--- src/rtl/perf_mon_pkg.sv ---
package perf_mon_pkg;
  localparam int unsigned NUM_MON = 4;

  typedef enum logic [1:0] {
    MON_RD_HIT  = 2'd0,
    MON_RD_MISS = 2'd1,
    MON_WR_HIT  = 2'd2,
    MON_WR_MISS = 2'd3
  } mon_sel_e;

  // index bit1 = write, bit0 = miss
  function automatic logic [7:0] mon_offset(input int unsigned idx);
    logic [7:0] off;
    off = 8'h10;
    if ((idx & 2) != 0) off = off + 8'h10;
    if ((idx & 1) != 0) off = off + 8'h04;
    return off;
  endfunction

  function automatic bit mon_is_hit(input int unsigned idx);
    return (idx & 1) == 0;
  endfunction
endpackage

--- src/rtl/mon_event_decode.sv ---
module mon_event_decode
  import perf_mon_pkg::*;
(
  input  logic               acc_valid_i,
  input  logic               acc_write_i,
  input  logic               tag_hit_i,
  input  logic               refill_hit_i,
  output logic [NUM_MON-1:0] evt_o
);
  logic     any_hit;
  mon_sel_e sel;

  always_comb begin
    any_hit = tag_hit_i | refill_hit_i;
    sel     = mon_sel_e'({acc_write_i, ~any_hit});
    evt_o   = '0;
    if (acc_valid_i) evt_o[sel] = 1'b1;
  end
endmodule

--- src/rtl/mon_sat_counter.sv ---
module mon_sat_counter #(
  parameter int unsigned WIDTH = 16
) (
  input  logic             clk_i,
  input  logic             rst_ni,
  input  logic             en_i,
  input  logic             clr_i,
  input  logic             evt_i,
  output logic [WIDTH-1:0] cnt_o
);
  localparam logic [WIDTH-1:0] CNT_MAX = '1;

  logic [WIDTH-1:0] cnt_q;
  logic             at_max;

  assign at_max = (cnt_q == CNT_MAX);

  always_ff @(posedge clk_i or negedge rst_ni) begin
    if (!rst_ni)                        cnt_q <= '0;
    else if (clr_i)                     cnt_q <= '0;
    else if (en_i && evt_i && !at_max)  cnt_q <= cnt_q + 1'b1;
  end

  assign cnt_o = cnt_q;

  assert_clear_zero_R7: assert property (@(posedge clk_i) disable iff (!rst_ni)
    clr_i |=> cnt_o == '0);

  assert_clear_wins_R8: assert property (@(posedge clk_i) disable iff (!rst_ni)
    (clr_i && en_i && evt_i) |=> cnt_o == '0);

  assert_no_wrap_R5: assert property (@(posedge clk_i) disable iff (!rst_ni)
    (cnt_o == CNT_MAX && !clr_i) |=> cnt_o == CNT_MAX);

  assert_frozen_R6: assert property (@(posedge clk_i) disable iff (!rst_ni)
    (!clr_i && !en_i) |=> $stable(cnt_o));

  assert_step_one_R10: assert property (@(posedge clk_i) disable iff (!rst_ni)
    (!clr_i && en_i && evt_i && cnt_o != CNT_MAX) |=> cnt_o == $past(cnt_o) + 1'b1);
endmodule

--- src/rtl/mon_read_port.sv ---
module mon_read_port
  import perf_mon_pkg::*;
#(
  parameter int unsigned ADDR_W = 6,
  parameter int unsigned DATA_W = 32
) (
  input  logic                            clk_i,
  input  logic                            rst_ni,
  input  logic                            rd_en_i,
  input  logic [ADDR_W-1:0]               rd_addr_i,
  input  logic [NUM_MON-1:0][DATA_W-1:0]  cnt_i,
  output logic                            rd_valid_o,
  output logic [DATA_W-1:0]               rd_data_o
);
  logic [NUM_MON-1:0] match;
  logic [DATA_W-1:0]  sel_data;
  logic               valid_q;
  logic [DATA_W-1:0]  data_q;

  for (genvar g = 0; g < NUM_MON; g++) begin : g_dec
    assign match[g] = (rd_addr_i == ADDR_W'(mon_offset(g)));
  end

  always_comb begin
    sel_data = '0;
    for (int i = 0; i < NUM_MON; i++)
      if (match[i]) sel_data = sel_data | cnt_i[i];
  end

  always_ff @(posedge clk_i or negedge rst_ni) begin
    if (!rst_ni) begin
      valid_q <= 1'b0;
      data_q  <= '0;
    end else begin
      valid_q <= rd_en_i;
      data_q  <= rd_en_i ? sel_data : '0;
    end
  end

  assign rd_valid_o = valid_q;
  assign rd_data_o  = data_q;

  assert_unmapped_zero_R9: assert property (@(posedge clk_i) disable iff (!rst_ni)
    (rd_en_i && match == '0) |=> rd_data_o == '0);

  assert_single_decode_R9: assert property (@(posedge clk_i) disable iff (!rst_ni)
    $onehot0(match));
endmodule

--- src/rtl/cache_perf_mon.sv ---
module cache_perf_mon
  import perf_mon_pkg::*;
#(
  parameter int unsigned HIT_W  = 32,
  parameter int unsigned MISS_W = 16,
  parameter int unsigned ADDR_W = 6,
  localparam int unsigned DATA_W = (HIT_W > MISS_W) ? HIT_W : MISS_W
) (
  input  logic               clk_i,
  input  logic               rst_ni,
  input  logic               acc_valid_i,
  input  logic               acc_write_i,
  input  logic               tag_hit_i,
  input  logic               refill_hit_i,
  input  logic [NUM_MON-1:0] mon_en_i,
  input  logic [NUM_MON-1:0] mon_clr_i,
  input  logic               rd_en_i,
  input  logic [ADDR_W-1:0]  rd_addr_i,
  output logic               rd_valid_o,
  output logic [DATA_W-1:0]  rd_data_o
);
  logic [NUM_MON-1:0]             evt;
  logic [NUM_MON-1:0][DATA_W-1:0] cnt_ext;

  mon_event_decode u_dec (
    .acc_valid_i  (acc_valid_i),
    .acc_write_i  (acc_write_i),
    .tag_hit_i    (tag_hit_i),
    .refill_hit_i (refill_hit_i),
    .evt_o        (evt)
  );

  assert_one_event_R10: assert property (@(posedge clk_i) disable iff (!rst_ni)
    acc_valid_i |-> $countones(evt) == 1);

  assert_idle_quiet_R10: assert property (@(posedge clk_i) disable iff (!rst_ni)
    !acc_valid_i |-> evt == '0);

  assert_miss_needs_no_hit_R3: assert property (@(posedge clk_i) disable iff (!rst_ni)
    (evt[MON_RD_MISS] || evt[MON_WR_MISS]) |-> !(tag_hit_i || refill_hit_i));

  for (genvar g = 0; g < NUM_MON; g++) begin : g_mon
    localparam int unsigned W = mon_is_hit(g) ? HIT_W : MISS_W;
    logic [W-1:0] cnt;

    mon_sat_counter #(.WIDTH(W)) u_cnt (
      .clk_i  (clk_i),
      .rst_ni (rst_ni),
      .en_i   (mon_en_i[g]),
      .clr_i  (mon_clr_i[g]),
      .evt_i  (evt[g]),
      .cnt_o  (cnt)
    );

    assign cnt_ext[g] = DATA_W'(cnt);
  end

  mon_read_port #(.ADDR_W(ADDR_W), .DATA_W(DATA_W)) u_rd (
    .clk_i      (clk_i),
    .rst_ni     (rst_ni),
    .rd_en_i    (rd_en_i),
    .rd_addr_i  (rd_addr_i),
    .cnt_i      (cnt_ext),
    .rd_valid_o (rd_valid_o),
    .rd_data_o  (rd_data_o)
  );
endmodule

--- config.mk ---
export PLATFORM = sky130hd
export DESIGN_NAME = cache_perf_mon
export DESIGN_NICKNAME = d
export VERILOG_FILES = /design/src/rtl/perf_mon_pkg.sv /design/src/rtl/mon_event_decode.sv /design/src/rtl/mon_sat_counter.sv /design/src/rtl/mon_read_port.sv /design/src/rtl/cache_perf_mon.sv
export SDC_FILE = /design/constraint.sdc
export NUM_CORES = 1
export LEC_CHECK = 0
export ABC_AREA = 1
export BUFFER_PORTS_ARGS = -buffer_cell sky130_fd_sc_hd__buf_4
export CORE_ASPECT_RATIO = 0.7
export CORE_MARGIN = 5
export CORE_UTILIZATION = 50
export CTS_CLUSTER_SIZE = 8
export DETAILED_ROUTE_END_ITERATION = 8
export PLACE_DENSITY = 0.69
export SLEW_MARGIN = 20
export SYNTH_ARGS = -nofsm -noshare
export SYNTH_HDL_FRONTEND = slang
export SYNTH_SLANG_ARGS = --single-unit
--- constraint.sdc ---
create_clock -name clk_i -period 1.6 [get_ports clk_i]
set_input_delay 0.08 -clock clk_i [delete_from_list [all_inputs] [get_ports clk_i]]
set_output_delay 0.08 -clock clk_i [all_outputs]
set_load 0.01 [all_outputs]
==> out/results.ini <==
[run_status]
outcome=finished with violations
violations=setup timing

[layout]
regArea_um2=3230
fin_nets=1452
drive_above_1_share_pct=27.1
syn_to_final_growth_pct=40.2
fill_cells=1256
antennaDiodeCount=0
multiInputGateArea_um2=4600

[clock_tree]
cts_tree=yes
cts_num_sinks=129
cts_root_buf=clkbuf_16
cts_buffers=17
clock_latency_ns=0.42
cts_max_level=4
path_clk_slew_ns=0.06
cts.path.max_buffers=2

[critical_path]
cp.required_ns=1.91
path_max_fanout=7
worst-r2r-setup-slack_ns=-0.1
critPathKind=reg2reg
crit_arrival_ns=2.01
endpoint_kind=flop
slowest_delay_ns=0.38
path_common_cell=nand2_2
cp_cell_sequence=ha_2 -> inv_2 -> nor2_4 -> nand2_2 -> nor2_4 -> nand2_2 -> nand2_4 -> nand2_8 -> buf_12 -> nand2_4 -> nand2_2
cp-start-kind=flop
cp_num_buf_inv=2
cp_top_family=simple AND/OR/NAND/NOR gates
cpMaxStageDelayCell=dfrtp_1

[run]
maxCapViolCount=0

[grt]
grt_pass1_wl_um=40600
grt_pass1_vias=7866
gr-total-overflow=0
antenna_found_initial=0
grt.total_usage_pct=27.5
grt_start_max_net_pins=50

[routing]
drtIter0Drc=803
ant_nets=0
avgViaCountPerCell=5.47
wl_um=27100
dr.pass1.iters=6
drc_errors=0
vias=8972
routedWlPerCell_um=16.5

[floorplanning]
ios=54
fp.coreArea_um2=15600
initial_core_util_pct=51.2
die_y_um=116
die-area_um2=18600
row_count=38
die_w_um=161

[place]
gp_congestion=0.933
pre_cts_slack_ns=-0.0453
hpwl_um=18200
port_buffers=53

[timing]
tightest_slew_ns=0.529
drv_slew=0
finalCriticalPeriod_ns=1.70
min_period_over_period_pct=106
hold_viol_final=0
setup_viol=71
slew_headroom_pct=64.7
timing.fmax_mhz=589
fin_tns_setup_ns=-2.53
finalWorstSetupSlack_ns=-0.0992
worst_clock_skew_ns=0.0102
rsz0062_at_grt=yes

[yosys]
syn_inst=1197
yosys_warnings=0
syn_avg_cell_area_um2=6.67
synth.ff_latch_count=129
syn_area_um2=7980
syn_nets=1222
seq_area_frac_synth_pct=40.5
synth_cell_types=31

[power]
power.leakage_nw=5.51
vdd_drop_max_uv=673
powerDensity_nw_per_um2=718

[worst_hold_path]
min_path_type=in2reg

==> power breakdown <==
group | switching, W | internal [W]
Combinational | 0.000326 | 0.000186
Sequential | 0.00000425 | 0.00327
Clock | 0.00162 | 0.00263
==> what timing repair did <==
item	4_1_cts	5_1_grt
buffers inserted	7	22
endpoints found under the setup margin	78	96
hold endpoints to repair	144	0
gates cloned	1	10
hold buffers	5	0
pin swaps	4	36
resized for setup	10	119
==> final timing paths <==
check	startpoint	depth (start not counted)	endpoint
worst max register to register	g_mon[2].u_cnt.cnt_o[1]	11	g_mon[2].u_cnt.cnt_o[10]
max in group asynchronous	rst_ni	3	g_mon[2].u_cnt.cnt_o[7]
worst min-delay path	mon_clr_i[3]	5	g_mon[3].u_cnt.cnt_o[1]
worst min register to register	g_mon[1].u_cnt.cnt_o[15]	2	g_mon[1].u_cnt.cnt_o[15]
min in group asynchronous	rst_ni	2	g_mon[1].u_cnt.cnt_o[15]
worst max-delay path	g_mon[2].u_cnt.cnt_o[1]	11	g_mon[2].u_cnt.cnt_o[10]
==> per-layer routing <==
metal  global-route usage, %  part of all wire, %  vias up
li1                        -                    -     4286
met1                    40.7                   45     4177
met2                    41.9                   44      441
met3                    5.01                  9.1       68
met4                    7.10                  2.5        0
met5                       0                    0        -
==> tightest hold or removal path: cells and delay by family <==
family | cells | cell delay [ns]
buf+inv | 2 | 0.24
simple gates | 3 | 0.15
==> cells by family after synthesis <==
group	after synthesis	share of synthesized area, %
AO/OA/AOI/OAI	66	4.27
flip-flops	129	40.5
adder cells (fa/ha/maj)	4	0.627
XOR/XNOR	28	3.07
buffers and inverters	130	6.70
AND/OR/NAND/NOR	840	44.9
==> flip-flops by register name, indices dropped and copies added (netlist names) <==
register,cells
u_rd.rd_valid_o,1
g_mon.u_cnt.cnt_o,96
u_rd.rd_data_o,32
==> final cells by class <==
class,instances,area share (%)
Inverter,98,3.49
Clock inverter,15,1.87
Timing Repair Buffer,241,18.5
Clock buffer,17,3.80
Tap cell,200,2.24
Timing Repair inverter,2,0.157
Multi-Input combinational cell,938,41.1
Sequential cell,129,28.9
==> metrics by stage <==
step | util (%) | area, µm² | hold WS (ns) | cells | total power [W]
floorplan | - | 8010 | -0.216 | 1197 | 0.00349
global placement | 62.1 | 9680 | 0.0225 | 1563 | 0.00371
detailed placement | 62.1 | 9680 | 0.0218 | 1563 | 0.00371
CTS | 67.1 | 10500 | 0.0740 | 1608 | 0.00796
global route | 71.8 | 11200 | 0.0729 | 1640 | 0.00826
finish | 71.8 | 11200 | 0.0736 | 1640 | 0.00804
==> cell usage after synthesis, drive strengths merged <==
cell type  number  share of area (%)
o21ai          39                2.4
nand3          94                5.9
and2            1              0.078
nand2         482                 23
xnor2           7               0.77
inv            98                4.6
o22ai           5               0.39
nand3b          3               0.28
ha              4               0.63
dfrtp         129                 40
a21oi          22                1.4
buf            16                1.3
nor3           10               0.83
xor2           21                2.3
nor2          181                9.2
nand4          61                4.8
or2             8               0.63
clkbuf         16               0.75
==> cells in the final DEF (no fill, tap or decap), types with 2 or more instances in the layout <==
master,instances
nor2_2,13
xor2_1,21
clkinvlp_4,2
dfrtp_2,3
clkbuf_16,22
nand2_4,19
nor3_1,5
nand3b_1,3
buf_12,8
o21ai_1,6
dfrtp_1,126
inv_6,4
o21ai_2,3
nand3_2,4
nor2_1,157
nor3_2,4
nor2_4,11
o21ai_0,30
ha_2,2
nand3_1,89
dlygate4sd3_1,5
bufinv_16,4
nand4_1,61
buf_6,10
ha_4,2
clkinv_2,2
clkinv_4,4
inv_1,90
nand2_2,38
buf_4,211
xnor2_1,7
nand2_1,424
a21oi_1,20
a21oi_4,2
or2_2,8
inv_2,5
inv_8,2
o22ai_1,5
(Power assumes the default switching activity.)
